## config.mk

```make
export PLATFORM = sky130hd
export DESIGN_NAME = vfdGridScanner
export DESIGN_NICKNAME = d
export VERILOG_FILES = /design/src/rtl/vfdScanPkg.sv /design/src/rtl/scanCtrl.sv /design/src/rtl/scanDatapath.sv /design/src/rtl/vfdGridScanner.sv
export SDC_FILE = /design/constraint.sdc
export NUM_CORES = 1
export LEC_CHECK = 0
export ABC_AREA = 1
export BUFFER_PORTS_ARGS = -buffer_cell sky130_fd_sc_hd__clkbuf_2
export CAP_MARGIN = 40
export CORE_ASPECT_RATIO = 0.9
export CORE_MARGIN = 1
export CORE_UTILIZATION = 40
export DETAILED_ROUTE_END_ITERATION = 10
export PLACE_DENSITY = 0.75
export SYNTH_ARGS = -nofsm -noshare
export SYNTH_HDL_FRONTEND = slang
export SYNTH_SLANG_ARGS = --single-unit
```

## constraint.sdc

```tcl
create_clock -name clk -period 3.9 [get_ports clk]
set_input_delay 0.585 -clock clk [delete_from_list [all_inputs] [get_ports clk]]
set_output_delay 0.585 -clock clk [all_outputs]
set_load 0.05 [all_outputs]
```

## src/rtl/vfdScanPkg.sv

```systemverilog
`timescale 1ns/1ps
package vfdScanPkg;
  localparam int NUM_SEG_PINS    = 20;
  localparam int BASE_GRIDS      = 8;
  localparam int MAX_DIGITS      = 16;
  localparam int SUB_PER_SLOT    = 16;
  localparam int BYTES_PER_DIGIT = 3;
  localparam int MIN_SEGS        = NUM_SEG_PINS - (MAX_DIGITS - BASE_GRIDS);
  localparam int DIG_W           = $clog2(MAX_DIGITS);
  localparam int CNT_W           = $clog2(MAX_DIGITS + 1);
  localparam int SUB_W           = $clog2(SUB_PER_SLOT);
  localparam int ADDR_W          = $clog2(MAX_DIGITS * BYTES_PER_DIGIT);

  // strobes from scan control to the pin datapath
  typedef struct packed {
    logic             lit;
    logic [DIG_W-1:0] digit;
    logic [CNT_W-1:0] numDig;
  } scanStrobeT;

  function automatic logic [SUB_W:0] dimWidth(input logic [2:0] code);
    case (code)
      3'd0:    dimWidth = (SUB_W+1)'(1);
      3'd1:    dimWidth = (SUB_W+1)'(2);
      3'd2:    dimWidth = (SUB_W+1)'(4);
      default: dimWidth = (SUB_W+1)'(7) + (SUB_W+1)'(code);
    endcase
  endfunction

  function automatic logic [CNT_W-1:0] decodeDigits(input logic [3:0] code);
    if (code[3]) decodeDigits = CNT_W'(BASE_GRIDS + 1) + CNT_W'(code[2:0]);
    else         decodeDigits = CNT_W'(BASE_GRIDS);
  endfunction
endpackage

```

## src/rtl/scanCtrl.sv

```systemverilog
`timescale 1ns/1ps
module scanCtrl
  import vfdScanPkg::*;
(
  input  logic       clk,
  input  logic       rstN,
  input  logic       modeWr,
  input  logic [3:0] modeCode,
  input  logic       ctrlWr,
  input  logic       ctrlOn,
  input  logic [2:0] ctrlDim,
  input  logic       subTick,
  output scanStrobeT strb,
  output logic       frameEnd
);
  logic [SUB_W-1:0] subCnt;
  logic [DIG_W-1:0] digIdx;
  logic [CNT_W-1:0] numDig;
  logic             onReg;
  logic [2:0]       dimReg;

  logic [CNT_W-1:0] newNum;
  logic             modeChange;
  logic             slotEnd;
  logic             lastDig;

  assign newNum     = decodeDigits(modeCode);
  assign modeChange = modeWr && (newNum != numDig);
  assign slotEnd    = subTick && (subCnt == SUB_W'(SUB_PER_SLOT - 1));
  assign lastDig    = (CNT_W'(digIdx) == numDig - CNT_W'(1));

  always_ff @(posedge clk) begin
    if (!rstN) begin
      subCnt   <= '0;
      digIdx   <= '0;
      numDig   <= CNT_W'(MAX_DIGITS);
      onReg    <= 1'b0;
      dimReg   <= 3'd0;
      frameEnd <= 1'b0;
    end else begin
      frameEnd <= slotEnd && lastDig && !modeChange;
      if (ctrlWr) begin
        onReg  <= ctrlOn;
        dimReg <= ctrlDim;
      end
      if (modeChange) begin
        // a new digit count blanks the panel and restarts the scan
        numDig <= newNum;
        onReg  <= 1'b0;
        subCnt <= '0;
        digIdx <= '0;
      end else if (subTick) begin
        if (slotEnd) begin
          subCnt <= '0;
          digIdx <= lastDig ? '0 : digIdx + DIG_W'(1);
        end else begin
          subCnt <= subCnt + SUB_W'(1);
        end
      end
    end
  end

  always_comb begin
    strb.lit    = onReg && ({1'b0, subCnt} < dimWidth(dimReg));
    strb.digit  = digIdx;
    strb.numDig = numDig;
  end
endmodule

```

## src/rtl/scanDatapath.sv

```systemverilog
`timescale 1ns/1ps
module scanDatapath
  import vfdScanPkg::*;
(
  input  logic                    clk,
  input  logic                    rstN,
  input  scanStrobeT              strb,
  input  logic [NUM_SEG_PINS-1:0] memData,
  output logic [ADDR_W-1:0]       memAddr,
  output logic [NUM_SEG_PINS-1:0] segOut,
  output logic [BASE_GRIDS-1:0]   gridOut
);
  logic [MAX_DIGITS-1:0]   gridVec;
  logic [NUM_SEG_PINS-1:0] segNext;

  assign memAddr = ADDR_W'(strb.digit) * ADDR_W'(BYTES_PER_DIGIT);
  assign gridVec = strb.lit ? (MAX_DIGITS'(1) << strb.digit) : '0;

  for (genvar s = 0; s < NUM_SEG_PINS; s++) begin : g_pin
    if (s < MIN_SEGS) begin : g_seg
      assign segNext[s] = strb.lit & memData[s];
    end else begin : g_dual
      localparam int GRID_IDX = BASE_GRIDS + NUM_SEG_PINS - 1 - s;
      logic asGrid;
      assign asGrid     = strb.numDig > CNT_W'(GRID_IDX);
      assign segNext[s] = asGrid ? gridVec[GRID_IDX] : (strb.lit & memData[s]);
    end
  end

  always_ff @(posedge clk) begin
    if (!rstN) begin
      segOut  <= '0;
      gridOut <= '0;
    end else begin
      segOut  <= segNext;
      gridOut <= gridVec[BASE_GRIDS-1:0];
    end
  end
endmodule

```

## src/rtl/vfdGridScanner.sv

```systemverilog
`timescale 1ns/1ps
module vfdGridScanner
  import vfdScanPkg::*;
(
  input  logic                    clk,
  input  logic                    rstN,
  input  logic                    modeWr,
  input  logic [3:0]              modeCode,
  input  logic                    ctrlWr,
  input  logic                    ctrlOn,
  input  logic [2:0]              ctrlDim,
  input  logic                    subTick,
  output logic [ADDR_W-1:0]       memAddr,
  input  logic [NUM_SEG_PINS-1:0] memData,
  output logic [NUM_SEG_PINS-1:0] segOut,
  output logic [BASE_GRIDS-1:0]   gridOut,
  output logic                    frameEnd
);
  scanStrobeT strb;

  scanCtrl ctrlI (
    .clk(clk), .rstN(rstN), .modeWr(modeWr), .modeCode(modeCode),
    .ctrlWr(ctrlWr), .ctrlOn(ctrlOn), .ctrlDim(ctrlDim),
    .subTick(subTick), .strb(strb), .frameEnd(frameEnd)
  );

  scanDatapath dpI (
    .clk(clk), .rstN(rstN), .strb(strb), .memData(memData),
    .memAddr(memAddr), .segOut(segOut), .gridOut(gridOut)
  );
endmodule

```

==> impl_summary.log <==
[metrics] initial antenna violation count: 0
[metrics] clock latency on the worst-skew pair: 300 ps
[metrics] Final Skew: 8.28 ps
[metrics] proportion of synthesized flip-flops having asynchronous set or reset: 0
[metrics] Post-Syn Area: 2540 um2
[metrics] Final Hold Viols: 0
[metrics] xor-xnor portion of the synthesized cell area: 0.0138
[metrics] number of nets in the synthesized netlist: 393
[metrics] Fin Setup TNS: 0 ps
[metrics] HPWL reported at the end of detailed placement: 3900 um
[metrics] largest cells by area after synthesis: sky130_fd_sc_hd__dfxtp_1 36%, sky130_fd_sc_hd__ha_1 11%, sky130_fd_sc_hd__nand2_1 10%, sky130_fd_sc_hd__nor2_1 6.5%, sky130_fd_sc_hd__nand3_1 5.7%
[metrics] quantity of gates resized following cts: 0
[metrics] number of storage elements in the synthesis netlist: 46
[metrics] portion of netlist area occupied by mux cells: 0
[metrics] final std cell area, no fill: 3020 um2
[metrics] share of the synthesized area in compound gates (AO/OA/AOI/OAI): 0.0974
[metrics] number of buffers on the longest clock path: 2
[metrics] number of instances in the placed design: 480
[metrics] Place WS: 1590 ps
[metrics] time the final worst path needs with I/O delays and setup: 2650 ps
[metrics] antenna viol nets, final: 0
[metrics] Initial DRT Pass Iterations: 7
[metrics] TritonCTS sink count: 46
[metrics] number of ports placed on the die boundary: 68
[metrics] min-delay worst type: input pin to flip-flop
[metrics] Worst setup SP type: flip-flop
[metrics] total routed wirelength: 5040 um
[metrics] Yosys top cell by area: sky130_fd_sc_hd__dfxtp_1
[metrics] sequential-to-total area share from yosys stat: 0.362
[metrics] Yosys cell types: 34
[metrics] first-pass GRT wire length: 8830 um
[metrics] area share of and/or/nand/nor cells after synthesis: 0.315
[metrics] count of fill cells added during filler insertion: 600
[metrics] dominant combinational cell family by area after synthesis: simple AND/OR/NAND/NOR gates
[metrics] data arrival at the endpoint of the critical path: 2060 ps
[metrics] Util after Layout: 0.494
[metrics] most used standard cell by instance count after synthesis: sky130_fd_sc_hd__nand2_1
[metrics] die width: 86.0 um
[metrics] yosys synthesis warning count: 0
[metrics] unrepaired setup endpoints after global routing: no
[metrics] CP Max Fanout: 13
[metrics] proportion of netlist area held by the largest area contributor: 0.362
[metrics] total routing resource utilization after global routing: 0.163
[metrics] die area: 6680 um2
[metrics] violations in the final reports: DRC
[metrics] post-route worst hold slack: 469 ps
[metrics] post-CTS repair timing setup buffer count: 0
[metrics] Clock transition at path regs: 90 ps
[metrics] highest achievable clock rate: 378 MHz
[metrics] first-iteration detailed-routing DRC count: 91
[metrics] initial core utilization: 0.416
[metrics] hold bufs inserted after CTS: 0
[metrics] Synth Flop Type: sky130_fd_sc_hd__dfxtp_1
[metrics] via density per instance: 4.60
[metrics] type of the worst setup path: flip-flop to output port
[metrics] count of flip-flops with a built-in enable after synthesis: 0
[metrics] H-tree level count: 2
[metrics] cell count after synthesis: 336
[metrics] count of pins over their slew limit: 0
[metrics] final cycle utilization of the critical path: 0.679
[metrics] TritonCTS clock tree: built
[metrics] Commonest cells post-synth: 70 x sky130_fd_sc_hd__nand2_1, 46 x sky130_fd_sc_hd__dfxtp_1, 44 x sky130_fd_sc_hd__nor2_1
[metrics] Area Overhead vs Synth: 18.8%
[metrics] area of placed instances: 2910 um2
[metrics] number of buffers created by CTS: 5
[metrics] total congestion overflow: 0
[metrics] final setup vio count: 0
[metrics] routed via count: 2245
[metrics] reported max-cap violation count: 0
[metrics] Rows: 27
[metrics] Avg Synthesized Cell Area: 7.57 um2
[metrics] post-layout net count: 457
[metrics] Slew Limit Headroom: 0.693
[metrics] routability cong.: 0.811
[metrics] master cell of the clock root buffer: sky130_fd_sc_hd__clkbuf_8
[metrics] Remaining DRCs: 2
[metrics] final cell count without fillers: 488
[metrics] total leakage power: 1.50 nW
[metrics] area share of fa/ha/maj cells after synthesis: 0.121
[metrics] worst endpoint required time: 3310 ps
[metrics] placeable core region: 6110 um2
[metrics] Worst Reg-to-Reg Cells: 9
[metrics] post-DR wirelength/cell: 10.3 um
[metrics] instance count along the most critical hold path: 3
[metrics] power density over the cells: 328 nW/um2
[metrics] vias in the first global route: 2075
[metrics] min setup slack post-route: 1250 ps
[metrics] kind of end point of the critical path: output port
[metrics] Design Power: 0.991 mW
[metrics] pin slew with the least headroom to its limit: 460 ps
[metrics] pin count of the biggest net entering global routing: 29
[metrics] die extent in y: 77.6 um
[metrics] final antenna diode count: 0
[metrics] Worst VDD drop: 163 uV
[metrics] share of final-layout standard cells stronger than drive strength 1: 0.267
[metrics] PortBufs: 67
[metrics] outcome: complete, but fails checks
==> cell families (layout without fill, tap and decap cells) <==
family,count (synthesis),after routing
simple gates,169,169
buf+inv,51,116
flops,46,46
compound gates,42,42
fa+ha+maj,24,24
xor+xnor,4,4
==> final timing paths <==
path | start | endpoint | slack (ps)
worst max register to register | ctrlI.dimReg[0] | dpI.gridOut[5] | 1640
worst max-delay path | ctrlI.digIdx[2] | memAddr[4] | 1250
worst min-delay path | memData[3] | dpI.segOut[3] | 470
worst min register to register | ctrlI.dimReg[2] | ctrlI.dimReg[2] | 510
==> layer usage <==
layer  up-vias  part of all wire  GRT usage
met5         -                 0          0
met3         6             0.060     0.0404
met2        62              0.45      0.283
li1       1196                 -          -
met4         0            0.0069     0.0333
met1       981              0.48      0.203
==> sequential cells by signal (all words and copies together), names as in the netlist <==
register / count
ctrlI.digIdx: 4
ctrlI.dimReg: 3
ctrlI.frameEnd: 1
ctrlI.numDig: 5
ctrlI.onReg: 1
ctrlI.subCnt: 4
dpI.gridOut: 8
dpI.segOut: 20
==> power by group <==
part	switching [mW]	total (mW)	leakage, nW	internal, mW
clock	0.160	0.352	0.0514	0.191
sequential	0.0103	0.490	0.373	0.479
combinational	0.0937	0.150	1.07	0.0559
total	0.264	0.991	1.50	0.726
==> worst max-delay path, cell delays in order (launching register included) <==
cell                       delay [ps]
sky130_fd_sc_hd__dfxtp_1          610
sky130_fd_sc_hd__inv_2            180
sky130_fd_sc_hd__ha_1             350
sky130_fd_sc_hd__nor2_1            50
sky130_fd_sc_hd__nor2_1           110
sky130_fd_sc_hd__xor2_1           150
sky130_fd_sc_hd__clkbuf_2         290
==> cell usage in the layout (no fill, tap or decap) <==
cell type	Yosys	layout
sky130_fd_sc_hd__nand4_1	3	3
sky130_fd_sc_hd__clkinvlp_4	0	1
sky130_fd_sc_hd__nand3_2	3	3
sky130_fd_sc_hd__nand3_1	29	29
sky130_fd_sc_hd__xor2_1	4	4
sky130_fd_sc_hd__o211ai_1	2	2
sky130_fd_sc_hd__nand2_2	5	5
sky130_fd_sc_hd__nor2_2	7	7
sky130_fd_sc_hd__a21o_1	1	1
sky130_fd_sc_hd__clkbuf_1	2	1
sky130_fd_sc_hd__ha_1	23	23
sky130_fd_sc_hd__a21oi_1	13	13
sky130_fd_sc_hd__o31ai_1	1	1
sky130_fd_sc_hd__a22oi_1	1	1
sky130_fd_sc_hd__nand2_8	1	1
sky130_fd_sc_hd__nand3_4	1	1
sky130_fd_sc_hd__inv_1	35	35
sky130_fd_sc_hd__bufinv_16	0	1
sky130_fd_sc_hd__nand4_4	1	1
sky130_fd_sc_hd__and2_1	1	1
sky130_fd_sc_hd__o21ai_2	2	2
sky130_fd_sc_hd__dfxtp_1	46	46
sky130_fd_sc_hd__a21oi_2	4	4
sky130_fd_sc_hd__fa_1	1	1
sky130_fd_sc_hd__clkbuf_2	0	67
sky130_fd_sc_hd__clkbuf_8	0	5
sky130_fd_sc_hd__nor2_1	44	44
sky130_fd_sc_hd__o21ai_1	1	1
sky130_fd_sc_hd__and3_1	1	1
sky130_fd_sc_hd__nand2_1	70	70
sky130_fd_sc_hd__o21ai_0	16	16
sky130_fd_sc_hd__nand2_4	1	1
sky130_fd_sc_hd__nor2_4	2	2
sky130_fd_sc_hd__o21bai_1	1	1
sky130_fd_sc_hd__inv_2	6	6
==> area by class of cell <==
type | count | area [um2] | share of cell area
clock buffers | 6 | 72.6 | 0.0240
clock inverters | 2 | 37.5 | 0.0124
inverters | 41 | 154 | 0.0509
multi-input cells | 239 | 1390 | 0.461
flip-flops and latches | 46 | 921 | 0.305
well taps | 87 | 109 | 0.0360
repair buffers | 67 | 335 | 0.111
Power figures use the tool's default switching activity.
